`config.mk`:
```
export PLATFORM = sky130hd
export DESIGN_NAME = vmsum_unit
export DESIGN_NICKNAME = d
export VERILOG_FILES = /design/src/rtl/vmsum_pkg.sv /design/src/rtl/vmsum_decode.sv /design/src/rtl/vmsum_lane.sv /design/src/rtl/vmsum_combine.sv /design/src/rtl/vmsum_unit.sv
export SDC_FILE = /design/constraint.sdc
export NUM_CORES = 2
export LEC_CHECK = 0
export BUFFER_PORTS_ARGS = -buffer_cell sky130_fd_sc_hd__clkbuf_2
export CELL_PAD_IN_SITES_DETAIL_PLACEMENT = 0
export CELL_PAD_IN_SITES_GLOBAL_PLACEMENT = 1
export CORE_ASPECT_RATIO = 0.6
export CORE_MARGIN = 10
export CORE_UTILIZATION = 30
export CTS_CLUSTER_SIZE = 8
export DETAILED_ROUTE_END_ITERATION = 7
export PLACE_DENSITY = 0.57
export SLEW_MARGIN = 15
export SYNTH_ARGS = -nofsm -noshare
export SYNTH_HDL_FRONTEND = slang
export SYNTH_SLANG_ARGS = --single-unit
```
`constraint.sdc`:
```
create_clock -name clk -period 7.56 [get_ports clk]
set_input_delay 1.134 -clock clk [delete_from_list [all_inputs] [get_ports clk]]
set_output_delay 1.134 -clock clk [all_outputs]
set_load 0.02 [all_outputs]
```
`src/rtl/vmsum_pkg.sv`:
```
package vmsum_pkg;
   typedef enum logic {
      SUM_WRAP  = 1'b0,
      SUM_CARRY = 1'b1
   } sum_mode_e;

   typedef enum logic [1:0] {
      SEQ_IDLE = 2'd0,
      SEQ_RUN  = 2'd1,
      SEQ_FIN  = 2'd2
   } seq_state_e;

   localparam logic [5:0] PRIMARY_VEC = 6'd4;
   localparam logic [5:0] XCODE_WRAP  = 6'd35;
   localparam logic [5:0] XCODE_CARRY = 6'd23;
endpackage

```
`src/rtl/vmsum_decode.sv`:
```
module vmsum_decode
   import vmsum_pkg::*;
(
   input  logic [5:0] primary_i,
   input  logic [5:0] xcode_i,
   input  logic       feat_i,
   input  logic       en_i,
   output logic       ok_o,
   output logic       illegal_o,
   output logic       unavail_o,
   output sum_mode_e  mode_o
);
   logic is_vec, hit_wrap, hit_carry, known;

   always_comb begin
      is_vec    = (primary_i == PRIMARY_VEC);
      hit_wrap  = is_vec && (xcode_i == XCODE_WRAP);
      hit_carry = is_vec && (xcode_i == XCODE_CARRY);
      known     = hit_wrap || (hit_carry && feat_i);
      illegal_o = !known;
      unavail_o = known && !en_i;
      ok_o      = known && en_i;
      mode_o    = hit_carry ? SUM_CARRY : SUM_WRAP;
   end
endmodule

```
`src/rtl/vmsum_lane.sv`:
```
module vmsum_lane #(
   parameter int DW = 64
) (
   input  logic            clk,
   input  logic            rst_n,
   input  logic            load_i,
   input  logic            step_i,
   input  logic [DW-1:0]   a_i,
   input  logic [DW-1:0]   b_i,
   output logic [2*DW-1:0] prod_o
);
   localparam int PW = 2 * DW;

   logic [PW-1:0] acc_q, mcand_q;
   logic [DW-1:0] mplier_q;

   always_ff @(posedge clk or negedge rst_n) begin
      if (!rst_n) begin
         acc_q    <= '0;
         mcand_q  <= '0;
         mplier_q <= '0;
      end else if (load_i) begin
         acc_q    <= '0;
         mcand_q  <= {{DW{1'b0}}, a_i};
         mplier_q <= b_i;
      end else if (step_i) begin
         if (mplier_q[0]) acc_q <= acc_q + mcand_q;
         mcand_q  <= mcand_q << 1;
         mplier_q <= mplier_q >> 1;
      end
   end

   assign prod_o = acc_q;
endmodule

```
`src/rtl/vmsum_combine.sv`:
```
module vmsum_combine
   import vmsum_pkg::*;
#(
   parameter int DW = 64
) (
   input  sum_mode_e       mode_i,
   input  logic [2*DW-1:0] c_i,
   input  logic [2*DW-1:0] p0_i,
   input  logic [2*DW-1:0] p1_i,
   output logic [2*DW-1:0] res_o
);
   localparam int VW = 2 * DW;
   localparam int HW = DW + 2;

   logic [VW-1:0] wrap_sum;
   logic [HW-1:0] low_part, high_part;

   always_comb begin
      wrap_sum  = c_i + p0_i + p1_i;
      low_part  = {2'b00, c_i[DW-1:0]} + {2'b00, p0_i[DW-1:0]}
                + {2'b00, p1_i[DW-1:0]};
      high_part = {2'b00, c_i[VW-1:DW]} + {2'b00, p0_i[VW-1:DW]}
                + {2'b00, p1_i[VW-1:DW]} + {{DW{1'b0}}, low_part[HW-1:DW]};
      if (mode_i == SUM_CARRY) res_o = {{(VW-2){1'b0}}, high_part[HW-1:DW]};
      else                     res_o = wrap_sum;
   end
endmodule

```
`src/rtl/vmsum_unit.sv`:
```
module vmsum_unit
   import vmsum_pkg::*;
#(
   parameter int DW = 64
) (
   input  logic            clk,
   input  logic            rst_n,
   input  logic            start,
   input  logic [31:0]     instr,
   input  logic            feat_new,
   input  logic            unit_en,
   input  logic [2*DW-1:0] opa,
   input  logic [2*DW-1:0] opb,
   input  logic [2*DW-1:0] opc,
   output logic            busy,
   output logic            done,
   output logic [2*DW-1:0] result,
   output logic            illegal,
   output logic            unavail
);
   localparam int VW    = 2 * DW;
   localparam int LANES = 2;
   localparam int CW    = $clog2(DW);

   if (DW < 2) begin : g_bad_width
      $error("vmsum_unit: DW must be at least 2");
   end

   seq_state_e     state_q;
   logic [CW-1:0]  step_q;
   sum_mode_e      mode_q, dec_mode;
   logic [VW-1:0]  c_q, comb_res, result_q;
   logic [VW-1:0]  prod [LANES];
   logic           dec_ok, dec_illegal, dec_unavail;
   logic           idle, accept, stepping;
   logic           done_q, illegal_q, unavail_q;

   vmsum_decode dec_i (
      .primary_i (instr[31:26]),
      .xcode_i   (instr[5:0]),
      .feat_i    (feat_new),
      .en_i      (unit_en),
      .ok_o      (dec_ok),
      .illegal_o (dec_illegal),
      .unavail_o (dec_unavail),
      .mode_o    (dec_mode)
   );

   assign idle     = (state_q == SEQ_IDLE);
   assign accept   = start && idle && dec_ok;
   assign stepping = (state_q == SEQ_RUN);

   for (genvar g = 0; g < LANES; g++) begin : g_lane
      vmsum_lane #(.DW(DW)) lane_i (
         .clk    (clk),
         .rst_n  (rst_n),
         .load_i (accept),
         .step_i (stepping),
         .a_i    (opa[VW-1-g*DW -: DW]),
         .b_i    (opb[VW-1-g*DW -: DW]),
         .prod_o (prod[g])
      );
   end

   vmsum_combine #(.DW(DW)) comb_i (
      .mode_i (mode_q),
      .c_i    (c_q),
      .p0_i   (prod[0]),
      .p1_i   (prod[1]),
      .res_o  (comb_res)
   );

   always_ff @(posedge clk or negedge rst_n) begin
      if (!rst_n) begin
         state_q   <= SEQ_IDLE;
         step_q    <= '0;
         mode_q    <= SUM_WRAP;
         c_q       <= '0;
         result_q  <= '0;
         done_q    <= 1'b0;
         illegal_q <= 1'b0;
         unavail_q <= 1'b0;
      end else begin
         done_q    <= 1'b0;
         illegal_q <= start && idle && dec_illegal;
         unavail_q <= start && idle && dec_unavail;
         case (state_q)
            SEQ_IDLE: begin
               if (accept) begin
                  mode_q  <= dec_mode;
                  c_q     <= opc;
                  step_q  <= '0;
                  state_q <= SEQ_RUN;
               end
            end
            SEQ_RUN: begin
               step_q <= step_q + 1'b1;
               if (step_q == CW'(DW - 1)) state_q <= SEQ_FIN;
            end
            SEQ_FIN: begin
               result_q <= comb_res;
               done_q   <= 1'b1;
               state_q  <= SEQ_IDLE;
            end
            default: state_q <= SEQ_IDLE;
         endcase
      end
   end

   assign busy    = !idle;
   assign done    = done_q;
   assign result  = result_q;
   assign illegal = illegal_q;
   assign unavail = unavail_q;
endmodule

```
* Yosys cells after proc, flatten, opt, wreduce, memory -nomap -nowiden
Cells that the tools add are included.
** Cells by class
- Add/subtract/negate cells :: 10
- Equal/unequal tests :: 8
- Mux-type cells :: 22
- Reductions and logical operators :: 23
** Operators by type and width (count)
- 2-to-1 mux 128 bit :: 11
- adder 128 bit :: 4
- 2-to-1 mux 64 bit :: 4
- adder 66 x 64 -> 66 bit :: 2
- adder 64 x 64 -> 65 bit :: 2
- adder 66 x 2 -> 66 bit :: 1
- == test 6 bit, second input constant :: 2
- one-hot mux 6 bit (2 select lines) :: 1
- AND reduction 2 bit :: 5
- logical AND 1 bit :: 9
- nonzero test 2 bit :: 4
- adder 6 x 1 -> 6 bit, second input constant :: 1
- == test 6 x 3 -> 1 bit, second input constant :: 1
- == test 6 x 5 -> 1 bit, second input constant :: 1
- 2-to-1 mux 6 bit :: 1
- 2-to-1 mux 2 bit :: 2
- one-hot mux 2 bit (2 select lines) :: 1
- logical NOT 1 bit :: 3
- == test 2 x 1 -> 1 bit, second input constant :: 1
- == test 2 bit, second input constant :: 1
- logical NOT 2 bit :: 1
- 2-to-1 mux 1 bit :: 2
- != test 2 x 1 -> 1 bit, second input constant :: 1
- != test 2 bit, second input constant :: 1
- logical OR 1 bit :: 1
** Storage, ports and cells
- Flip-flop bits (word level) :: 908
- Input bits :: 421
- Output and inout bits :: 132
- Logic and storage cells :: 77

* Longest topological paths before layout
- Depth in word-level cells :: 8
- Gate-level depth with buffers :: 36
- Gate-level depth less buffers :: 35

* Cells and area by module
Synthesis repeated with hierarchy kept, for this count alone.
** Second synthesis, totals
- Cells, all modules :: 7591
- Area total of the unflattened synthesis :: 66508.8 sq um
** Modules (own cells, without submodules)
- vmsum_lane :: instances 2, cells each 2559, area each 21539.4 sq um, seq. area each 8007.7 sq um
- vmsum_combine :: instances 1, cells each 1598, area each 13256.5 sq um, seq. area each 0.0 sq um
- vmsum_unit :: instances 1, cells each 863, area each 10080.9 sq um, seq. area each 6706.4 sq um
- vmsum_decode :: instances 1, cells each 12, area each 92.6 sq um, seq. area each 0.0 sq um

* Worst setup path after synthesis
No wires, ideal clock.
- Path type :: flip-flop to flip-flop
- Start point :: register g_lane[0].lane_i.acc_q[7]
- End point :: register result_q[1] (netlist: result[1])
- Setup time :: 0.094 ns
- Arrival time :: 6.382 ns
- Data required time :: 7.466 ns
- Slack :: 1.084 ns
- Cell stages (with the launch flop) :: 33
- Buffers on the path :: 0
- Clock period less this slack :: 6.476 ns
- Path through :: dfrtp_1 ha_1 o21ai_0 a211o_1 a21oi_1 nor2_1 o31a_1 o21ai_0 a31oi_1 nor4_1 o41ai_1 xnor2_1 ha_1 a21o_1 a21oi_1 o22ai_1 a211o_1 o21ai_0 nor3b_1 nor2_1 fa_1 ha_1 a21oi_1 and4b_1 nor2_1 nor3_1 o211ai_1 o21ai_0 o21ai_0 o21ai_1 o21bai_1 a211o_1 a211oi_1
** On the way
- Word-level cells in the longest chain between the ends :: 4
** Ends and longest elaborated chain
- start: declaration :: RTL line vmsum_lane.sv:14 : logic [PW-1:0] acc_q, mcand_q;
- start signal: assignment :: RTL line vmsum_lane.sv:27 : if (mplier_q[0]) acc_q <= acc_q + mcand_q;
- adder 64 x 64 -> 65 bit :: RTL line vmsum_combine.sv:20 : low_part = {2'b00, c_i[DW-1:0]} + {2'b00, p0_i[DW-1:0]}
- adder 66 x 64 -> 66 bit :: RTL line vmsum_combine.sv:21 : + {2'b00, p1_i[DW-1:0]};
- adder 66 x 2 -> 66 bit :: RTL line vmsum_combine.sv:23 : + {2'b00, p1_i[VW-1:DW]} + {{DW{1'b0}}, low_part[HW-1:DW]};
- 2-to-1 mux 128 bit :: RTL line vmsum_combine.sv:24 : if (mode_i == SUM_CARRY) res_o = {{(VW-2){1'b0}}, high_part[HW-1:DW]};
- end signal: assignment :: RTL line vmsum_unit.sv:101 : result_q <= comb_res;
- end: declaration :: RTL line vmsum_unit.sv:32 : logic [VW-1:0] c_q, comb_res, result_q;
Every way passes these cells.
A chain may end at the register's enable or synchronous reset.

* Worst setup path after layout
- Start point :: register c_q[0]
- End point :: register result_q[1] (netlist: result[1])
** On the way
- Word-level cells in the longest chain between the ends :: 4
- Elaborated cells between the ends (all ways) :: 6
- Classes of those cells :: add/sub: 5; mux: 1
** Ends and longest elaborated chain
- start: declaration :: RTL line vmsum_unit.sv:32
- start signal: assignment :: RTL line vmsum_unit.sv:91 : c_q <= opc;
- adder 64 x 64 -> 65 bit :: RTL line vmsum_combine.sv:20
- adder 66 x 64 -> 66 bit :: RTL line vmsum_combine.sv:21
- adder 66 x 2 -> 66 bit :: RTL line vmsum_combine.sv:23
- 2-to-1 mux 128 bit * :: RTL line vmsum_combine.sv:24
Every way passes the cells marked *; elsewhere a longest branch is shown, timed or not.

==> run_results.csv <==
group,metric,value,unit
status,run_status,"finished clean",
synth,syn_area,0.0710,mm^2
worst_setup_path,end_kind,"flop",
pwr,clockPowerShare,25.3,%
floorplan,die-area,0.257,mm^2
drt,drc_errors,0,
pwr,power.leakage,0.0386,uW
pwr,p_switching,10300,uW
timing,skew,93.1,ps
grt,use_met3,4.24,%
clock_tree,clockRootBuffer,"clkbuf_16",
synth,avgSynthCellArea,8.14,um^2
timing,hold_violations,0,
clock_tree,cts_buffers,141,
worst_setup_path,worstSetupPathType,"flop to flop",
grt,overflow,0,
grt,grt_pass1_vias,65174,
final_layout,areaGrowthSynthToFinish,16.0,%
drt,ant_nets,0,
worst_setup_path,start_kind,"flop",
clock_tree,cts_tree,"done",
floorplan,rows,138,
pwr,intPower,13100,uW
drt,drtIter0Drc,5917,
worst_setup_path,reg2regPathDepth,35,
synth,ys_seq_area_share,32.0,%
grt,grt_pass1_wl,460000,um
timing,fin_tns_setup,0,ps
drt,first_pass_iters,6,
final_layout,antenna_cells,0,
synth,yosysMostFrequentCell,"nand2_1",
drt,drt_wl_total,314000,um
timing,period_share,96.6,%
synth,synth-edff-count,0,
timing,max_freq,137,MHz
clock_tree,clkSinkCount,908,
synth,synth-async-reset-ratio,100,%
timing,max_slew_margin,18.8,%
pwr,ir_worst_vdd,148,uV
grt,grt_max_degree,168,
worst_setup_path,arrival,8020,ps
synth,ys_seq_elements,908,
worst_setup_path,cp_slowest_cell,"fa_2",
timing,holdWs,445,ps
pwr,power_density,284,mW/mm^2
run,drv_cap,0,
timing,tightest_slew,1220,ps
pwr,comb_power_share,49.5,%
grt,grt_usage,23.6,%
drt,vias,67597,
floorplan,initial_core_util,30.1,%
clock_tree,clk_latency,840,ps
place,hpwlAfterDp,252000,um
floorplan,dieHeight,397,um
drt,avgViaCountPerCell,5.45,
final_layout,nFillCells,24747,
timing,fin_crit,7300,ps
worst_setup_path,slowest_delay,400,ps
synth,synth_fp_nets,9974,
timing,setup_viol,0,
floorplan,die_w,648,um
grt,grt_util_met2,32.5,%
timing,drv_slew,0,
final_layout,post-route-util,35.0,%
final_layout,drive_gt1_share,11.8,%
final_layout,nets,10487,
synth,synth_warnings,0,
floorplan,coreArea,0.236,mm^2
synth,synth_top_area_cell,"dfrtp_1",
synth,synthCells,8721,
place,dpl_cell_area,0.0782,mm^2
place,io_buffers,532,
final_layout,stdcell_area,0.0823,mm^2
synth,ys.flop_type,"dfrtp_1",
clock_tree,clockBufferDepth,4,
pwr,swShare,44.2,%
synth,yosys-top-cells-count,"nand2_1, dfrtp_1, a21oi_1",
worst_hold_path,hp-class,"input pin to async pin",
worst_setup_path,cp_max_fo,3,
grt,grt_antenna_before_repair,9,
place,gp_congestion,0.954,
pwr,seqPwrFrac,25.3,%
worst_setup_path,cp.required,8270,ps
clock_tree,htreeDepth,4,
floorplan,ioPinCount,553,
synth,synth_top_area_share,32.0,%
synth,synth_area_leaders,"dfrtp_1, ha_1, nand2_1, a21oi_1, o21ai_0",
grt,grt_util_met1,37.7,%
clock_tree,clk_pin_slew,60,ps
grt,grt-busiest-layer,"met1",
synth,ys_types,96,
drt,wl_per_cell,25.4,um
## power by group through the flow
stage          clock, uW  sequential, uW  combinational [uW]
6_report            5910            5910               11600
5_1_grt             6290            5960               12600
4_1_cts             6110            5900               11300
3_5_place_dp           0            5980               11200
3_3_place_gp           0            5980               11200
2_1_floorplan          0            5680                7400
## final timing paths
| check | slack, ps | from | endpoint |
|---|---|---|---|
| min in group clk | 470 | result[57] | result[57] |
| setup / recovery | 260 | c_q[0] | result[1] |
| setup reg to reg | 260 | c_q[0] | result[1] |
| hold reg to reg | 470 | result[57] | result[57] |
| max in group asynchronous | 5320 | rst_n | result[74] |
| hold / removal | 440 | rst_n | g_lane[1].lane_i.prod_o[44] |
## per-stage QoR
step	power (uW)	setup WS, ps	std cells
final	23400	255	12404
after global routing	24900	-35.3	12404
after CTS	23300	7.49	12398
after detailed placement	17200	-739	12234
after global placement	17200	-820	12234
after floorplan	13100	1080	8721
## cell usage in the layout, fill, tap and decap left out, types with 13 or more instances in the layout
cell       Yosys  routed
ha_1         699     696
o22ai_1       13      13
or3_1         20      20
buf_4          5     270
a211oi_1      54      50
a221oi_1      18      16
a21oi_1      808     802
a22oi_1       41      41
xnor2_1      279     278
inv_1        166     166
nand2b_1      47      45
and2_1        35      34
o21bai_1     118     117
nand3_1      219     218
a41oi_1       18      18
or2_2         20      20
clkbuf_2       0     531
nor2b_1       49      48
o21ai_0      674     663
nor3_1        80      79
dfrtp_1      908     908
and3_1        51      51
nand4_1      145     145
a21o_1       307     307
nor2_1       535     525
o21ai_1       51      57
a31oi_1      275     271
clkbuf_16      0     145
and4_1        16      16
o21a_1        83      83
o31ai_1       42      41
xor2_1       199     199
a22o_1        18      18
nor4_1        31      30
fa_1         133     131
o211ai_1      37      37
a21boi_0      23      23
nand2_1     1853    1848
## critical path, delay by kind of cell, from the launching register on
family | cells | cell delay, ps
AOI/OAI and AO/OA | 17 | 3260
xor gates and xnor gates | 1 | 190
adders and majority gates | 5 | 1530
buffers and inverters | 4 | 610
DFF | 1 | 380
and+or+nand+nor | 8 | 1180
## cell families after synthesis
group	after synthesis	share of synthesized area [%]
flops	908	32.0
mux	3	0.0423
simple gates	3156	19.1
buf+inv	611	3.28
fa+ha+maj	832	16.1
compound gates	2733	23.6
xor+xnor	478	5.90
## area by class of cell
type                    instances  area, um^2  share of cell area (%)
multi-input cells            7202       46300                    56.2
inverters                     167         627                   0.761
well taps                    3150        3940                    4.79
repair buffers                814        4930                    5.99
clock buffers                 159        3740                    4.54
flip-flops and latches        908       22700                    27.6
clock inverters                 4        75.1                  0.0912
## sequential cells by signal, summed over array words and instances (netlist names), 2 cells and up
signal,flops
result,128
state_q,2
c_q,128
step_q,6
g_lane.lane_i.mplier_q,128
g_lane.lane_i.mcand_q,256
g_lane.lane_i.prod_o,256
## layer usage
| layer | vias to the layer above | share of wire, % |
|---|---|---|
| li1 | 32059 | - |
| met1 | 33349 | 53 |
| met2 | 1903 | 39 |
| met3 | 286 | 6.5 |
| met4 | 0 | 2.0 |
| met5 | - | 0 |
## repair_timing
item                                    4_1_cts  5_1_grt
endpoints found under the setup margin        2        2
pin swaps                                     8       41
setup buffers                                 1        7
hold buffers                                  0        0
gates resized for setup                      14       53
No activity file was read; power rests on OpenSTA's default activity.
